## src/rtl/banked_uart_tx.sv

```systemverilog
`timescale 1ns/1ps
module banked_uart_tx #(
  parameter int OS_RATIO = 16
) (
  input  logic       clk,
  input  logic       rst_n,
  input  logic       ref_tick,
  input  logic [2:0] addr,
  input  logic       wr_en,
  input  logic [7:0] wr_data,
  input  logic       rd_en,
  output logic [7:0] rd_data,
  output logic       tx,
  output logic       out2,
  output logic       irq
);
  localparam int DIV_W      = 16;
  localparam int PH_W       = (OS_RATIO > 1) ? $clog2(OS_RATIO) : 1;
  localparam int FRAME_BITS = 10;
  localparam int BC_W       = $clog2(FRAME_BITS + 1);

  logic [7:0]       fmt_q;
  logic             txie_q;
  logic [7:0]       mctl_q;
  logic [DIV_W-1:0] div_q;
  logic [7:0]       hold_q;
  logic             hold_full;
  logic             busy;
  logic [FRAME_BITS-1:0] sh_q;
  logic [BC_W-1:0]  bits_left;
  logic [DIV_W-1:0] rate_cnt;
  logic [PH_W-1:0]  phase;

  wire              bank = fmt_q[7];
  wire              wr_thr = wr_en && (addr == 3'd0) && !bank;
  wire [DIV_W-1:0]  div_eff = (div_q == '0) ? DIV_W'(1) : div_q;
  wire              os_tick = busy && ref_tick && (rate_cnt == div_eff - DIV_W'(1));
  wire              bit_end = os_tick && (phase == PH_W'(OS_RATIO - 1));
  wire              finish = bit_end && (bits_left == BC_W'(1));
  wire              reload = finish && hold_full;
  wire              direct = wr_thr && (!busy || finish) && !reload;
  wire              thr_empty = !hold_full;
  wire              all_idle = !busy && !hold_full;

  assign tx   = sh_q[0];
  assign out2 = mctl_q[3];
  assign irq  = txie_q && thr_empty;

  always_ff @(posedge clk) begin
    if (!rst_n) begin
      fmt_q  <= 8'h00;
      txie_q <= 1'b0;
      mctl_q <= 8'h00;
      div_q  <= DIV_W'(1);
    end else if (wr_en) begin
      case (addr)
        3'd0: if (bank) div_q[7:0] <= wr_data;
        3'd1: if (bank) div_q[15:8] <= wr_data;
              else txie_q <= wr_data[1];
        3'd3: fmt_q  <= wr_data;
        3'd4: mctl_q <= wr_data;
        default: ;
      endcase
    end
  end

  always_ff @(posedge clk) begin
    if (!rst_n) begin
      rate_cnt <= '0;
      phase    <= '0;
    end else if (!busy || reload || direct) begin
      rate_cnt <= '0;
      phase    <= '0;
    end else if (ref_tick) begin
      if (os_tick) begin
        rate_cnt <= '0;
        phase    <= phase + PH_W'(1);
      end else begin
        rate_cnt <= rate_cnt + DIV_W'(1);
      end
    end
  end

  always_ff @(posedge clk) begin
    if (!rst_n) begin
      busy      <= 1'b0;
      sh_q      <= '1;
      bits_left <= '0;
      hold_q    <= 8'h00;
      hold_full <= 1'b0;
    end else if (reload) begin
      sh_q      <= {1'b1, hold_q, 1'b0};
      bits_left <= BC_W'(FRAME_BITS);
      hold_full <= wr_thr;
      if (wr_thr) hold_q <= wr_data;
    end else if (direct) begin
      sh_q      <= {1'b1, wr_data, 1'b0};
      bits_left <= BC_W'(FRAME_BITS);
      busy      <= 1'b1;
    end else begin
      if (wr_thr) begin
        hold_q    <= wr_data;
        hold_full <= 1'b1;
      end
      if (bit_end) begin
        sh_q      <= {1'b1, sh_q[FRAME_BITS-1:1]};
        bits_left <= bits_left - BC_W'(1);
        if (finish) busy <= 1'b0;
      end
    end
  end

  always_comb begin
    rd_data = 8'h00;
    if (rd_en) begin
      case (addr)
        3'd0: rd_data = bank ? div_q[7:0] : 8'h00;
        3'd1: rd_data = bank ? div_q[15:8] : {6'b0, txie_q, 1'b0};
        3'd3: rd_data = fmt_q;
        3'd4: rd_data = mctl_q;
        3'd5: rd_data = {1'b0, all_idle, thr_empty, 5'b0};
        default: rd_data = 8'h00;
      endcase
    end
  end
endmodule


```

## config.mk

```make
export PLATFORM = sky130hd
export DESIGN_NAME = banked_uart_tx
export DESIGN_NICKNAME = d
export VERILOG_FILES = /design/src/rtl/banked_uart_tx.sv
export SDC_FILE = /design/constraint.sdc
export NUM_CORES = 1
export LEC_CHECK = 0
export BUFFER_PORTS_ARGS = -buffer_cell sky130_fd_sc_hd__buf_2
export CORE_UTILIZATION = 60
export DETAILED_ROUTE_END_ITERATION = 8
export GPL_TIMING_DRIVEN = 0
export PLACE_DENSITY_LB_ADDON = 0.15
export SKIP_CTS_REPAIR_TIMING = 1
export SLEW_MARGIN = 20
export SYNTH_ARGS = -nofsm -noshare
export SYNTH_HDL_FRONTEND = slang
export SYNTH_SLANG_ARGS = --single-unit
```

## constraint.sdc

```tcl
create_clock -name clk -period 4.2 [get_ports clk]
set_clock_uncertainty 0.05 [all_clocks]
set_input_delay 0.42 -clock clk [delete_from_list [all_inputs] [get_ports clk]]
set_output_delay 0.42 -clock clk [all_outputs]
set_load 0.005 [all_outputs]
```

; ---- After elaboration in Yosys (flattened, before gate mapping)
; Index checks and enable logic that the tools add are counted.
; W data, S select, Z words.
[classes]
addsub = 4
n_eq_ne = 8
muxes = 21
bitwise_logic = 3
n_reduce_logical = 34
[ops]
columns = cell, n
row1 = $mux W8, 6
row2 = $pmux W8 S5, 1
row3 = $mux W16, 2
row4 = $mux W9, 3
row5 = $add A16 B1 Y16 const B, 1
row6 = $eq A16 B16 Y1, 1
row7 = $logic_not A16 Y1, 1
row8 = $sub A16 B1 Y16 const B, 1
row9 = $mux W4, 3
row10 = $reduce_and A3 Y1, 4
row11 = $logic_and A1 B1 Y1, 11
row12 = $reduce_and A2 Y1, 4
row13 = $eq A3 B3 Y1 const B, 2
row14 = $mux W1, 6
row15 = $reduce_bool A2 Y1, 3
row16 = $add A4 B1 Y4 const B, 1
row17 = $eq A4 B1 Y1 const B, 1
row18 = $eq A4 B4 Y1 const B, 1
row19 = $logic_not A1 Y1, 4
row20 = $sub A4 B1 Y4 const B, 1
row21 = $eq A3 B1 Y1 const B, 1
row22 = $eq A3 B2 Y1 const B, 1
row23 = $logic_not A3 Y1, 1
row24 = $logic_or A1 B1 Y1, 3
row25 = other kinds (5), 7
[totals]
reg_bits = 76
in_bits = 16
word_cells = 83

; ---- Logic depth before layout (Yosys ltp)
; Gate-level depths: netlist of run 1.
[depth]
ltp_word = 12
ltp_mapped = 16
depth_no_buf = 12

; ---- Worst setup path before layout of run 1
; No wires, ideal clock.
[synth_timing]
kind = reg2reg
start = register div_q[5]
end = register sh_q[7]
setup_time_ns = 0.133
arrival_time_ns = 3.599
required_time_ns = 4.017
path_slack_ns = 0.418
path_stages_with_launch = 17
path_buffers = 4
cell_sequence = dfxtp_1 buf_2 or4_1 buf_2 nor3_2 a21oi_1 ha_1 nor3b_1 and3_1 a211o_1 a31oi_1 and4b_1 buf_4 and3_1 buf_4 o21ai_1 o211ai_1
[synth_between]
elab_chain_cells = 12
elab_cells_between_ends = 15
classes_between = add/sub: 1 / eq/ne: 1 / mux: 3 / reduce/logical: 10
[synth_lines]
columns = element, line_no
row1 = from (decl), 25  ; logic [DIV_W-1:0] div_q;
row2 = from (signal assigned), 57  ; 3'd0: if (bank) div_q[7:0] <= wr_data;
row3 = $logic_not A16 Y1, 36  ; wire [DIV_W-1:0] div_eff = (div_q == '0) ? DIV_W'(1) : div_q;
row4 = $mux W16 (*), 36
row5 = $sub A16 B1 Y16 (*), 37  ; wire os_tick = busy && ref_tick && (rate_cnt == div_eff - DIV_W'(1));
row6 = $eq A16 B16 Y1 (*), 37
row7 = $logic_and A1 B1 Y1 (*), 37
row8 = $logic_and A1 B1 Y1 (*), 38  ; wire bit_end = os_tick && (phase == PH_W'(OS_RATIO - 1));
row9 = $logic_and A1 B1 Y1, 39  ; wire finish = bit_end && (bits_left == BC_W'(1));
row10 = $logic_or A1 B1 Y1 or $logic_and A1 B1 Y1 (tied branches), "41, 40"
row11 = $logic_and A1 B1 Y1 or $logic_not A1 Y1 (tied branches), 41  ; wire direct = wr_thr && (!busy || finish) && !reload;
row12 = $logic_and A1 B1 Y1, 41
row13 = $mux W9, 96  ; end else if (direct) begin
row14 = $mux W9, 91  ; end else if (reload) begin
row15 = to (signal assigned), 92  ; sh_q <= {1'b1, hold_q, 1'b0};
row16 = to (signal assigned), 97  ; sh_q <= {1'b1, wr_data, 1'b0};
row17 = to (signal assigned), 106  ; sh_q <= {1'b1, sh_q[FRAME_BITS-1:1]};
row18 = to (decl), 29  ; logic [FRAME_BITS-1:0] sh_q;
; Every way passes the cells marked *; elsewhere a longest branch is shown, timed or not.
; A chain may end at the register's enable or synchronous reset.

; ---- Final worst setup path of run 1
[layout_timing]
start = register div_q[8]
end = register sh_q[3]
; Same word-level chain as after synthesis.

==> results of run 1 <==
==> layout by cell type (no fill, tap or decap), types with 4 or more instances in the layout <==
| cell | n |
|---|---|
| a31oi_1 | 9 |
| and3_1 | 12 |
| nor3_1 | 16 |
| a21oi_1 | 25 |
| inv_1 | 12 |
| nand2b_1 | 4 |
| nand3_1 | 19 |
| nor4_1 | 4 |
| o21ai_0 | 8 |
| o21ai_1 | 5 |
| o21a_1 | 4 |
| mux2_2 | 7 |
| clkbuf_8 | 9 |
| buf_4 | 6 |
| xnor2_1 | 13 |
| nand4_1 | 9 |
| inv_6 | 5 |
| ha_1 | 4 |
| a211oi_1 | 6 |
| a222oi_1 | 6 |
| xor2_1 | 21 |
| and4_1 | 5 |
| mux2i_1 | 36 |
| clkbuf_1 | 20 |
| a41o_1 | 4 |
| buf_2 | 28 |
| dfxtp_1 | 76 |
| nor2_1 | 61 |
| nand2_1 | 74 |
==> cell families (layout without fill, tap and decap cells) <==
group | after synthesis | after routing | synth area share
xor+xnor | 34 | 34 | 0.0672
fa+ha+maj | 5 | 5 | 0.0141
flops | 76 | 76 | 0.343
simple gates | 237 | 237 | 0.266
buf+inv | 46 | 85 | 0.0452
mux | 44 | 44 | 0.102
compound gates | 100 | 100 | 0.162
==> stage by stage <==
step	hold WS [ps]	std cells	util	power, W
finish	332	677	0.719	0.00143
global route	329	677	0.719	0.00148
CTS	322	677	0.702	0.00144
detailed placement	400	661	0.672	0.000836
global placement	392	661	0.672	0.000834
floorplan	379	542	-	0.000801
==> worst paths after layout <==
path / from / endpoint / slack, ps / depth (start not counted)
setup / recovery: div_q[8] / sh_q[3] / 110 / 14
hold / removal: wr_data[6] / hold_q[6] / 330 / 3
setup reg to reg: div_q[8] / sh_q[3] / 110 / 14
hold reg to reg: hold_q[2] / hold_q[2] / 420 / 2
==> cell type report <==
class	count	area, um^2	area share
plain buffers	32	150	0.0301
repair buffers	25	130	0.0261
inverters	12	45.0	0.00903
clock buffers	9	124	0.0248
clock inverters	7	85.1	0.0171
flip-flops and latches	76	1520	0.305
multi-input cells	420	2810	0.564
well taps	96	120	0.0241
==> flip-flops by register name, summed over array words and instances (netlist names) <==
signal	count
busy	1
hold_q	8
txie_q	1
div_q	16
hold_full	1
phase	4
mctl_q	8
fmt_q	8
rate_cnt	16
sh_q	9
bits_left	4
==> critical path: stages, from the launching register on <==
cell and delay, ps:
dfxtp_1 440, or4_1 750, nor3_4 230, a21oi_2 110, ha_2 230, nor3b_2 200, and3_1 220, a211o_1 320
a31oi_4 310, and4b_1 250, buf_4 150, and3_1 170, buf_4 170, o41ai_1 250, a41oi_1 80
==> per-layer routing <==
metal	global-route usage	wire, um	vias up
li1	-	-	2019
met1	0.416	5260	2040
met2	0.513	5750	218
met3	0.0782	986	42
met4	0.143	368	0
met5	0	0	-
==> power breakdown <==
part / internal (W) / switching (W) / leakage (nW)
Combinational: 0.0000292 / 0.0000621 / 1.33
Clock: 0.000290 / 0.000321 / 0.108
Sequential: 0.000728 / 0.00000548 / 0.614
==> metrics, run 1 <==
status=complete, no violations; DRC violations left=0; initial core utilization=0.638; Post-DP Area=roughly 4700 um^2; row count=30; shortest clock period the worst path allows after layout=4090 ps; pin count of the biggest net entering global routing=17; fill count=about 540; final count of hold timing violations=0; ranking of synthesized cells by area=dfxtp_1 (34%), mux2i_1 (8.1%), nand2_1 (6.3%); pin slew with the least headroom to its limit=958 ps; final global-route overflow total=0; final period utilization=0.973; CTS root buffer=clkbuf_8; clock tree from TritonCTS=built; number of levels in the clock H-tree=3; arrival time worst endpoint=4250 ps; Final setup viols=0; number of global-route vias before repair=~4,000; Clock transition at path regs=~100 ps; biggest fanout along the worst timing path=9; detailed-router iteration count before antenna repair=5; post-route cell area=roughly 5000 um^2; warnings from Yosys=0; Worst IR Drop VDD=~0.24 mV; global-route wire length before repair=18,900 um; Post-synth EDFFs=0; signed area change from the synthesized netlist to the final layout=12.6%; total detailed-routing wirelength=approximately 12,000 um; die span in y=87.9 um; sequential element share of the synthesized area=0.343; fraction of final layout cells sized beyond drive strength 1=0.148; Req. time, crit path=approximately 4400 ps; Unique masters post-synth=66; area of the mapped netlist=roughly 4400 um^2; Final Max Slew Viols=0; flop and latch count out of synthesis=between 70 and 80; Total Neg Setup Slack=0 ps; Commonest cells post-synth=dfxtp_1 (76), nand2_1 (74), nor2_1 (62); standard cell core area=slightly below 7000 um^2; global placement routability congestion=0.998; Post-Syn Nets=between 500 and 600; asr flop ratio synth=0; number of DRC markers in iteration 0=379; pre-CTS worst setup slack=-314 ps; Detail Route Antenna Nets=0; routed vias/inst=between 6 and 7; Power Dens Cells=about 290 nW/um^2; Global Route Usage Sum=0.323; clock latency reported for the late side of the worst-skew pair=approximately 360 ps; number of maximum-capacitance constraint violations=0; number of top-level pins=27; Clock Sink Count=76; ANT cells=0; Synth Flop Type=dfxtp_1; full die area=between 7000 and 8000 um^2; reported leakage power=between 2 and 2.5 nW; maximum buffer depth of the clock tree=2; most frequent cell after synthesis=dfxtp_1; total clock buffers created by CTS=9; WS Path Type=register to register; Fmax=around 0.24 GHz; library cell with the largest summed area after synthesis=dfxtp_1; antenna violations before repair=0; wire per inst=18.3 um; Critical Path Source Type=register; number of instances in the synthesized netlist=about 540; nature of the critical path endpoint=register; die outline width=around 88 um; input/output buffers=23; Total Nets Final=597; area fraction of the dominant cell type after synthesis=0.343; DP HPWL=roughly 8600 um; slew margin rel.=0.353; total via count after detailed routing=about 4,300; min-delay worst type=primary input to register; worst setup margin=around 110 ps; Avg Synthesized Cell Area=between 8 and 9 um^2
(Power assumes the default switching activity.)
==> inputs of run 2 (changes only) <==
--- a/config.mk
+++ b/config.mk
@@ -6,7 +6,7 @@
 export NUM_CORES = 1
 export LEC_CHECK = 0
 export BUFFER_PORTS_ARGS = -buffer_cell sky130_fd_sc_hd__buf_2
-export CORE_UTILIZATION = 60
+export CORE_UTILIZATION = 55
 export DETAILED_ROUTE_END_ITERATION = 8
 export GPL_TIMING_DRIVEN = 0
 export PLACE_DENSITY_LB_ADDON = 0.15
==> constraint.sdc (replaced) <==
create_clock -name clk -period 3.3 [get_ports clk]
set_clock_uncertainty 0.05 [all_clocks]
set_input_delay 0.33 -clock clk [delete_from_list [all_inputs] [get_ports clk]]
set_output_delay 0.33 -clock clk [all_outputs]
set_load 0.005 [all_outputs]
==> run 2 against run 1 <==
Compared with the run above:
- the run now ends with max-capacitance violations, max-slew violations, negative setup slack left
- hold slack worse by 110 ps
- core utilization decreased by 0.53 points
- combinational power grew 46%
- cell area grew 11%
- first-iteration DRC count increased by 0.26%
- count of clock-buffer cells in the layout unchanged
- maximum frequency grew 14%
- clock power grew 33%
- highest routed layer unchanged
==> metrics, run 2 (synthesis gave the netlist of run 1 again) <==
number of buffers and inverters on the critical path=2 (unchanged); global-route wire length before repair=20,000 um (+6.1%); pin count of the biggest net entering global routing=14 (-3); cell family with the largest share of critical-path delay=simple AND/OR/NAND/NOR gates; crit path max-delay cell type=or4_4; number of global-route vias before repair=4,008 (+3.2%); cell total after placement=667 (+0.91%); number of DRC markers in iteration 0=380 (+0.26%); input/output buffers=23 (unchanged); Final Max Slew Viols=8 (+8); status=finished with violations; startpoint of the lowest-slack register-to-register path=div_q[11]; slew margin rel.=-0.0294 (-0.382); biggest fanout along the worst timing path=6 (-3); initial core utilization=0.570 (-0.0676); worst setup margin=-283 ps (-397 ps); DP HPWL=8720 um (+1.1%); RSZ-0062 raised after global routing=yes; reported leakage power=2.25 nW (+9.5%); clock tree from TritonCTS=built; Post-DP Area=4770 um^2 (+2.2%); crit path cell chain=or4_4, nor3_4, a21oi_2, ha_4, nor3b_4, and3_4, o21ai_1, a31oi_4, buf_4, nor2_4, and4_4, o21a_1, buf_6, mux2i_1; fraction of final layout cells sized beyond drive strength 1=0.245 (+0.0970); Clock transition at path regs=90 ps (about the same); total via count after detailed routing=4,423 (+2.4%); largest registers=div_q x16, rate_cnt x16, sh_q x9; pin slew with the least headroom to its limit=1520 ps (+565 ps); signed area change from the synthesized netlist to the final layout=25.0%; row count=32 (+6.7%); final global-route overflow total=0 (unchanged); shortest clock period the worst path allows after layout=3580 ps (-503 ps); start point of the critical path=div_q[11]; ANT cells=0 (unchanged); global placement routability congestion=0.957 (-4.1%); final period utilization=1.09 (+0.113); Clock Sink Count=76 (unchanged); total clock buffers created by CTS=9 (unchanged); standard cell core area=7770 um^2 (+12%); most common library cell in the layout ignoring fill and taps=nand2_1; min-delay worst type=primary input to register; nature of the critical path endpoint=register; CTS root buffer=clkbuf_8; die outline width=91.8 um (+4.3%); Hold WS=221 ps (-111 ps); Worst IR Drop VDD=0.237 mV (-1.1%); antenna violations before repair=0 (unchanged); Global Route Usage Sum=0.303 (-0.0195); number of top-level pins=27 (unchanged); arrival time worst endpoint=3820 ps (-430 ps); Final setup viols=29 (+29); DRC violations left=0 (unchanged); total detailed-routing wirelength=13,700 um (+11%); Power Dens Cells=338 nW/um^2 (+18%); Finished Core Util=0.713 (-0.00529); WS Path Type=register to register; Req. time, crit path=3540 ps (-830 ps); die span in y=91.8 um (+4.3%); maximum buffer depth of the clock tree=2 (unchanged); number of standard cells in the layout, taps in and fillers out=706 (+4.3%); post-route cell area=5540 um^2 (+11%); full die area=8420 um^2 (+8.9%); origin of the worst min-delay path=wr_data[6]; violations in the final reports=max-capacitance violations, max-slew violations, negative setup slack; number of maximum-capacitance constraint violations=1 (+1); Total Neg Setup Slack=-6110 ps (-6110 ps); number of levels in the clock H-tree=3 (unchanged); Fmax=0.279 GHz (+14%); Total Nets Final=621 (+4.0%); detailed-router iteration count before antenna repair=5 (unchanged); wire per inst=19.4 um (+6.5%); commonest cells after routing, fill and taps aside=nand2_1 (73), dfxtp_1 (64), nor2_1 (61); Critical Path Source Type=register; biggest cell delay along the critical path=580 ps (-170 ps); Detail Route Antenna Nets=0 (unchanged); final count of hold timing violations=0 (unchanged); clock latency reported for the late side of the worst-skew pair=380 ps (+20 ps); routed vias/inst=6.26 (-1.8%)
run 2: changes by cell type in the layout (fill, tap and decap cells not counted), moves of 4 or more:
cell / change
buf_2: -5
buf_4: +21
buf_6: +7
dfxtp_1: -12
dfxtp_2: +9
inv_6: -4
nand3_4: +5
run 2: routing by layer:
layer  vias to the layer above  share of wire  GRT usage
li1                       2076              -          -
met1                      2119           0.44      0.409
met2                       182           0.47      0.487
met3                        46          0.061     0.0481
met4                         0          0.030      0.118
met5                         -              0          0
run 2: per-stage QoR:
step | setup WS [ps] | total power, W
floorplan | -147 | 0.00102
global placement | -723 | 0.00106
detailed placement | -827 | 0.00107
CTS | -856 | 0.00184
global route | -403 | 0.00192
finish | -283 | 0.00187
run 2: cell type report:
class,count,area [um^2]
well taps,102,128
multi-input cells,421,3080
plain buffers,25,136
inverters,12,45.0
repair buffers,55,392
fillers,617,2230
flip-flops and latches,76,1540
clock buffers,9,124
clock inverters,6,88.8
run 2: path summary, 6_finish.rpt:
kind | to | slack [ps] | cells after the start
setup / recovery | hold_q[3] | -280 | 14
hold / removal | mctl_q[6] | 220 | 3
setup reg to reg | hold_q[3] | -280 | 14
hold reg to reg | sh_q[0] | 410 | 2
run 2: where the power goes:
| part | leakage (nW) | switching, W | internal [W] |
|---|---|---|---|
| Clock | 0.102 | 0.000386 | 0.000423 |
| Sequential | 0.620 | 0.00000807 | 0.000924 |
| Combinational | 1.52 | 0.0000863 | 0.0000470 |
run 2: worst reg2reg max path, delay by kind of cell, from the launching register on:
family,cells,cell delay (ps)
buf+inv,2,340
fa+ha+maj,1,200
compound gates,4,650
mux,1,220
simple gates,6,1670
flops,1,360
